### config.mk
export PLATFORM = sky130hd
export DESIGN_NAME = rst_hub
export DESIGN_NICKNAME = d
export VERILOG_FILES = /design/src/rtl/rst_hub_pkg.sv /design/src/rtl/rst_hub_sync.sv /design/src/rtl/rst_hub_gate.sv /design/src/rtl/rst_hub_stretch.sv /design/src/rtl/rst_hub_regs.sv /design/src/rtl/rst_hub.sv
export SDC_FILE = /design/constraint.sdc
export NUM_CORES = 1
export LEC_CHECK = 0
export BUFFER_PORTS_ARGS = -buffer_cell sky130_fd_sc_hd__buf_2
export CORE_ASPECT_RATIO = 1.2
export CORE_MARGIN = 2
export CORE_UTILIZATION = 50
export CTS_CLUSTER_SIZE = 24
export DETAILED_ROUTE_END_ITERATION = 16
export PLACE_DENSITY = 0.8
export SETUP_SLACK_MARGIN = 0.2
export SLEW_MARGIN = 20
export SYNTH_ARGS = -nofsm -noshare
export SYNTH_HDL_FRONTEND = slang
export SYNTH_SLANG_ARGS = --single-unit
export TNS_END_PERCENT = 30
### constraint.sdc
create_clock -name clk -period 4.3 [get_ports clk]
set_clock_uncertainty 0.2 [all_clocks]
set_input_delay 0.43 -clock clk [delete_from_list [all_inputs] [get_ports clk]]
set_output_delay 0.43 -clock clk [all_outputs]
set_load 0.01 [all_outputs]
### src/rtl/rst_hub_pkg.sv
package rst_hub_pkg;

  localparam int NSRC = 6;

  // cause register bit positions (software decodes these)
  localparam int C_POR  = 0;
  localparam int C_EXT  = 1;
  localparam int C_PREC = 2;
  localparam int C_ULP  = 3;
  localparam int C_SW   = 4;
  localparam int C_WDOG = 5;

  typedef enum logic [1:0] {
    PM_RUN   = 2'd0,
    PM_SLEEP = 2'd1,
    PM_HIB   = 2'd2,
    PM_HIB2  = 2'd3
  } pmode_e;

  // precise detector counts when running, or in sleep during a buzz window
  function automatic logic prec_window(input logic [1:0] mode, input logic bz);
    return (mode == PM_RUN) || ((mode == PM_SLEEP) && bz);
  endfunction

  // ultra-low-power detector counts in any low-power mode
  function automatic logic low_power(input logic [1:0] mode);
    return mode != PM_RUN;
  endfunction

  // precise detector: analog half only while the analog regulator runs
  function automatic logic prec_level(input logic dig, input logic ana,
                                      input logic ana_en);
    return dig | (ana & ana_en);
  endfunction

  // fresh reset replaces the cause set, later sources in one reset OR in
  function automatic logic [NSRC-1:0] cause_next(input logic [NSRC-1:0] cur,
                                                 input logic [NSRC-1:0] act,
                                                 input logic merge);
    return merge ? (cur | act) : act;
  endfunction

endpackage

### src/rtl/rst_hub_sync.sv
module rst_hub_sync #(
  parameter int   STAGES  = 2,
  parameter logic RST_VAL = 1'b1
) (
  input  logic clk,
  input  logic arst_n,
  input  logic d,
  output logic q
);

  logic [STAGES-1:0] chain;

  generate
    if (STAGES == 1) begin : g_one
      always_ff @(posedge clk or negedge arst_n) begin
        if (!arst_n) chain <= RST_VAL;
        else         chain <= d;
      end
    end else begin : g_many
      always_ff @(posedge clk or negedge arst_n) begin
        if (!arst_n) chain <= {STAGES{RST_VAL}};
        else         chain <= {chain[STAGES-2:0], d};
      end
    end
  endgenerate

  assign q = chain[STAGES-1];

endmodule

### src/rtl/rst_hub_gate.sv
module rst_hub_gate
  import rst_hub_pkg::*;
(
  input  logic            ext_sync_n,
  input  logic            prec_dig,
  input  logic            prec_ana,
  input  logic            ana_en,
  input  logic            ulp,
  input  logic            sw_pulse,
  input  logic            wdog,
  input  logic [1:0]      mode,
  input  logic            bz,
  output logic [NSRC-1:0] active
);

  logic prec_open;
  logic ulp_open;

  assign prec_open = prec_window(mode, bz);
  assign ulp_open  = low_power(mode);

  always_comb begin
    active         = '0;
    active[C_EXT]  = ~ext_sync_n;
    active[C_PREC] = prec_open & prec_level(prec_dig, prec_ana, ana_en);
    active[C_ULP]  = ulp_open & ulp;
    active[C_SW]   = sw_pulse;
    active[C_WDOG] = wdog;
  end

endmodule

### src/rtl/rst_hub_stretch.sv
module rst_hub_stretch #(
  parameter int HOLD = 16
) (
  input  logic clk,
  input  logic arst_n,
  input  logic any_active,
  output logic rst_n_q
);

  localparam int CW = $clog2(HOLD + 1);
  localparam logic [CW-1:0] HOLD_V = CW'(HOLD);

  logic [CW-1:0] cnt;

  always_ff @(posedge clk or negedge arst_n) begin
    if (!arst_n) begin
      cnt     <= HOLD_V;
      rst_n_q <= 1'b0;
    end else if (any_active) begin
      cnt     <= HOLD_V;
      rst_n_q <= 1'b0;
    end else if (cnt != '0) begin
      cnt     <= cnt - 1'b1;
      rst_n_q <= 1'b0;
    end else begin
      rst_n_q <= 1'b1;
    end
  end

endmodule

### src/rtl/rst_hub_regs.sv
module rst_hub_regs
  import rst_hub_pkg::*;
#(
  parameter int DW = 8
) (
  input  logic            clk,
  input  logic            por_n,
  input  logic            sys_rst_n,
  input  logic [NSRC-1:0] active,
  input  logic            reg_wr,
  input  logic            reg_sel,
  input  logic [DW-1:0]   reg_wdata,
  output logic [DW-1:0]   reg_rdata,
  output logic            sw_pulse,
  output logic            sw_dis,
  output logic [NSRC-1:0] cause
);

  localparam logic [NSRC-1:0] POR_CAUSE = NSRC'(1) << C_POR;

  logic ctl_wen;
  logic in_rst_seen;
  logic merge;

  assign ctl_wen = reg_wr & sys_rst_n & ~reg_sel;
  assign merge   = in_rst_seen & ~sys_rst_n;

  // control: software-disable bit and trigger pulse
  always_ff @(posedge clk or negedge por_n) begin
    if (!por_n) begin
      sw_dis   <= 1'b0;
      sw_pulse <= 1'b0;
    end else if (!sys_rst_n) begin
      sw_dis   <= 1'b0;
      sw_pulse <= 1'b0;
    end else begin
      sw_pulse <= ctl_wen & reg_wdata[0] & ~reg_wdata[1];
      if (ctl_wen) sw_dis <= reg_wdata[1];
    end
  end

  // cause capture, cleared only by power-on
  always_ff @(posedge clk or negedge por_n) begin
    if (!por_n) begin
      cause       <= POR_CAUSE;
      in_rst_seen <= 1'b1;
    end else if (|active) begin
      cause       <= cause_next(cause, active, merge);
      in_rst_seen <= 1'b1;
    end else if (sys_rst_n) begin
      in_rst_seen <= 1'b0;
    end
  end

  always_comb begin
    reg_rdata = '0;
    if (reg_sel) reg_rdata[NSRC-1:0] = cause;
    else         reg_rdata[1]        = sw_dis;
  end

endmodule

### src/rtl/rst_hub.sv
module rst_hub
  import rst_hub_pkg::*;
#(
  parameter int HOLD      = 16,
  parameter int SYNC_STG  = 2,
  parameter int DW        = 8
) (
  input  logic          clk,
  input  logic          por_n,
  input  logic          ext_rst_n,
  input  logic          prec_dig_trip,
  input  logic          prec_ana_trip,
  input  logic          ana_reg_en,
  input  logic          ulp_trip,
  input  logic          wdog_req,
  input  logic [1:0]    pwr_mode,
  input  logic          buzz,
  input  logic          reg_wr,
  input  logic          reg_sel,
  input  logic [DW-1:0] reg_wdata,
  output logic [DW-1:0] reg_rdata,
  output logic          sys_rst_n
);

  logic            hard_arst_n;
  logic            ext_sync_n;
  logic            sw_pulse;
  logic            sw_dis;
  logic            any_active;
  logic [NSRC-1:0] src_active;
  logic [NSRC-1:0] cause_q;

  // power-on or the pin pull the output low with no clock
  assign hard_arst_n = por_n & ext_rst_n;

  rst_hub_sync #(.STAGES(SYNC_STG), .RST_VAL(1'b1)) u_sync (
    .clk    (clk),
    .arst_n (por_n),
    .d      (ext_rst_n),
    .q      (ext_sync_n)
  );

  rst_hub_gate u_gate (
    .ext_sync_n (ext_sync_n),
    .prec_dig   (prec_dig_trip),
    .prec_ana   (prec_ana_trip),
    .ana_en     (ana_reg_en),
    .ulp        (ulp_trip),
    .sw_pulse   (sw_pulse),
    .wdog       (wdog_req),
    .mode       (pwr_mode),
    .bz         (buzz),
    .active     (src_active)
  );

  assign any_active = |src_active;

  rst_hub_stretch #(.HOLD(HOLD)) u_stretch (
    .clk        (clk),
    .arst_n     (hard_arst_n),
    .any_active (any_active),
    .rst_n_q    (sys_rst_n)
  );

  rst_hub_regs #(.DW(DW)) u_regs (
    .clk       (clk),
    .por_n     (por_n),
    .sys_rst_n (sys_rst_n),
    .active    (src_active),
    .reg_wr    (reg_wr),
    .reg_sel   (reg_sel),
    .reg_wdata (reg_wdata),
    .reg_rdata (reg_rdata),
    .sw_pulse  (sw_pulse),
    .sw_dis    (sw_dis),
    .cause     (cause_q)
  );

endmodule

==> flow_summary.ini <==
[critical_path]
cp_top_family = simple AND/OR/NAND/NOR gates
cp_slowest_cell = or4b_1
slowest_delay_ns = 0.58
critPathKind = register to register
critical_path.max_fanout = 5
end_kind = register
path_buf_inv = 1
cp.depth = 5
cp.required_ns = 4.28
worst_setup_path_start_kind = register
worst-r2r-cell-count = 5
path_cells = inv_1 > ha_1 > or4b_1 > xnor2_1 > nor2_1
arrival_ns = 1.82

[timing]
fmax_mhz = 545
tns_ns = 0
drv_slew = 0
hold_viol = 0
finalCriticalPeriod_ns = 1.84
fin_crit_sh = 0.427
setup_ws_ns = 2.46
grt_setup_unrepaired = false
holdWs_ns = 0.167
setup_viol = 0

[floorplan]
initial_core_util = 0.543
die_w_um = 40.6
core_area_um2 = 1480
die_height_um = 48.0
dieArea_um2 = 1950
row_count = 15
io_pins = 30

[synthesis]
ys_seq_area_frac = 0.536
ys_ff_latch = 17
syn_area_per_cell_um2 = 10.6
async_flop_share = 1.00
synth_fa_ha_area_frac = 0.0155
synthCells = 76
synth_top_family_by_area = simple AND/OR/NAND/NOR gates
synthMuxAreaShare = 0.0264
synth_warnings = 0
synth-edff-count = 0
synth_compound_area_frac = 0.120
yosysUniqueCellTypes = 30
yosys.area_share.xor_xnor = 0.0109
ys.flop_type = dfrtp_1
netlist_area_um2 = 806
synthSimpleGateAreaFrac = 0.242

[global_routing]
grt_overflow = 0
grt_max_degree = 13
grt_pass1_vias = 574
grt_first_pass_wirelength_mm = 2.35
track_usage = 0.185
antenna_found_initial = 0

[placed_design]
io_buffers = 21
dp_hpwl_mm = 1.18
place_ws_ns = 2.49
gp_congestion = 0.678
placedCellCount = 112

[flow_run]
maxCapViolCount = 0

[detailed_routing]
drt_iter0_drc = 8
drc = 0
totalWireLength_mm = 1.49
drtAntennaViolNets = 0
firstDrtPassIters = 4
vias_per_cell = 5.11
wl_per_cell_um = 12.7
vias = 603

[layout]
drive_above_1_share = 0.307
nNetsFinal = 124
antennaDiodeCount = 0
nFillCells = 119
final_util = 0.651
area_growth_pct = 19.7
stdcell_count = 118

[clock_network]
htree_levels = 1
cts.sinks = 17
clock_latency_ns = 0.28
clk_pin_slew_ns = 0.09
clockRootBuffer = clkbuf_4
post-cts-setup-buffers = 0
cts_buffers = 3
tritoncts = done
clockBufferDepth = 2

[outcome]
status = completed

[worst_hold_path]
holdPathStages = 0
holdCritPathClass = register to register

[power_and_ir_drop]
power_density_nw_per_um2 = 304
peakVddDrop_v = 0.000167
p_leak_nw = 0.445
[final timing paths]
check	from	to	slack (ns)
worst max register to register	u_stretch.cnt[0]	u_stretch.cnt[0]	2.46
min in group asynchronous	por_n	u_regs.sw_pulse	0.33
max in group asynchronous	por_n	u_stretch.cnt[4]	2.97
worst min-delay path	u_sync.chain[0]	u_sync.chain[1]	0.17
worst max-delay path	u_stretch.cnt[0]	u_stretch.cnt[0]	2.46
worst min register to register	u_sync.chain[0]	u_sync.chain[1]	0.17
[cell usage in the layout (no fill, tap or decap), types with 2 or more instances in the layout]
master / n
a21oi_1: 6
a31oi_1: 2
and2_1: 6
buf_2: 21
clkbuf_4: 3
conb_1: 2
dfrtp_1: 12
dfstp_2: 5
dlygate4sd3_1: 2
inv_1: 3
nand2b_1: 4
nand3b_1: 2
nor2_1: 6
nor2b_1: 6
nor3_1: 2
o21ai_1: 2
[per-layer routing]
layer	routed length, um	track usage
met2	783	0.337
met5	0	0
met3	50	0.0279
met1	648	0.210
met4	11	0.0800
[Yosys cell counts, types with 2 or more instances]
master,instances,area [um2]
a21oi_1,6,30.0
a31oi_1,2,12.5
and2_1,6,37.5
buf_2,2,10.0
buf_4,2,15.0
dfrtp_1,12,300
dfstp_2,5,131
inv_1,3,11.3
nand2b_1,4,25.0
nand3b_1,2,15.0
nor2_1,6,22.5
nor2b_1,6,37.5
nor3_1,2,10.0
o21ai_1,2,10.0
[metrics by stage]
stage / power [mW] / area [um2]
floorplan: 0.197 / 810
global placement: 0.211 / 918
detailed placement: 0.213 / 918
CTS: 0.298 / 965
global route: 0.311 / 965
finish: 0.293 / 965
[flip-flops by register name (all words and copies together) (netlist names)]
register and cells:
u_regs.sw_pulse 1, u_stretch.cnt 5, u_regs.cause 6, u_sync.chain 2, u_regs.sw_dis 1, u_regs.in_rst_seen 1, u_stretch.rst_n_q 1
[kinds of logic (layout without fill, tap and decap cells)]
logic type | count (synthesis) | count (layout)
and+or+nand+nor | 32 | 32
DFF | 17 | 17
AOI/OAI and AO/OA | 15 | 15
buffers and inverters | 7 | 31
muxes | 2 | 2
adders and majority gates | 1 | 1
other | 1 | 2
xor gates and xnor gates | 1 | 1
[layout make-up]
cell class	instances	area [um2]	share of cell area
clock buffer	4	26.3	0.0272
inverter	3	11.3	0.0117
multi-input combinational	53	342	0.354
sequential	17	432	0.447
tap	17	21.3	0.0220
timing repair buffer	24	133	0.137
[power by group]
group	internal, mW	switching, mW	leakage, nW
combinational	0.0202	0.0214	0.237
sequential	0.166	0.00370	0.193
clock	0.0360	0.0460	0.0150
total	0.222	0.0710	0.445
[repair_timing]
action / in CTS / in global routing
hold buffers: 2 / 0
hold endpoints to repair: 12 / 0
gates resized for setup: 0 / 0
Note: power is estimated with default switching activity, not from simulation.
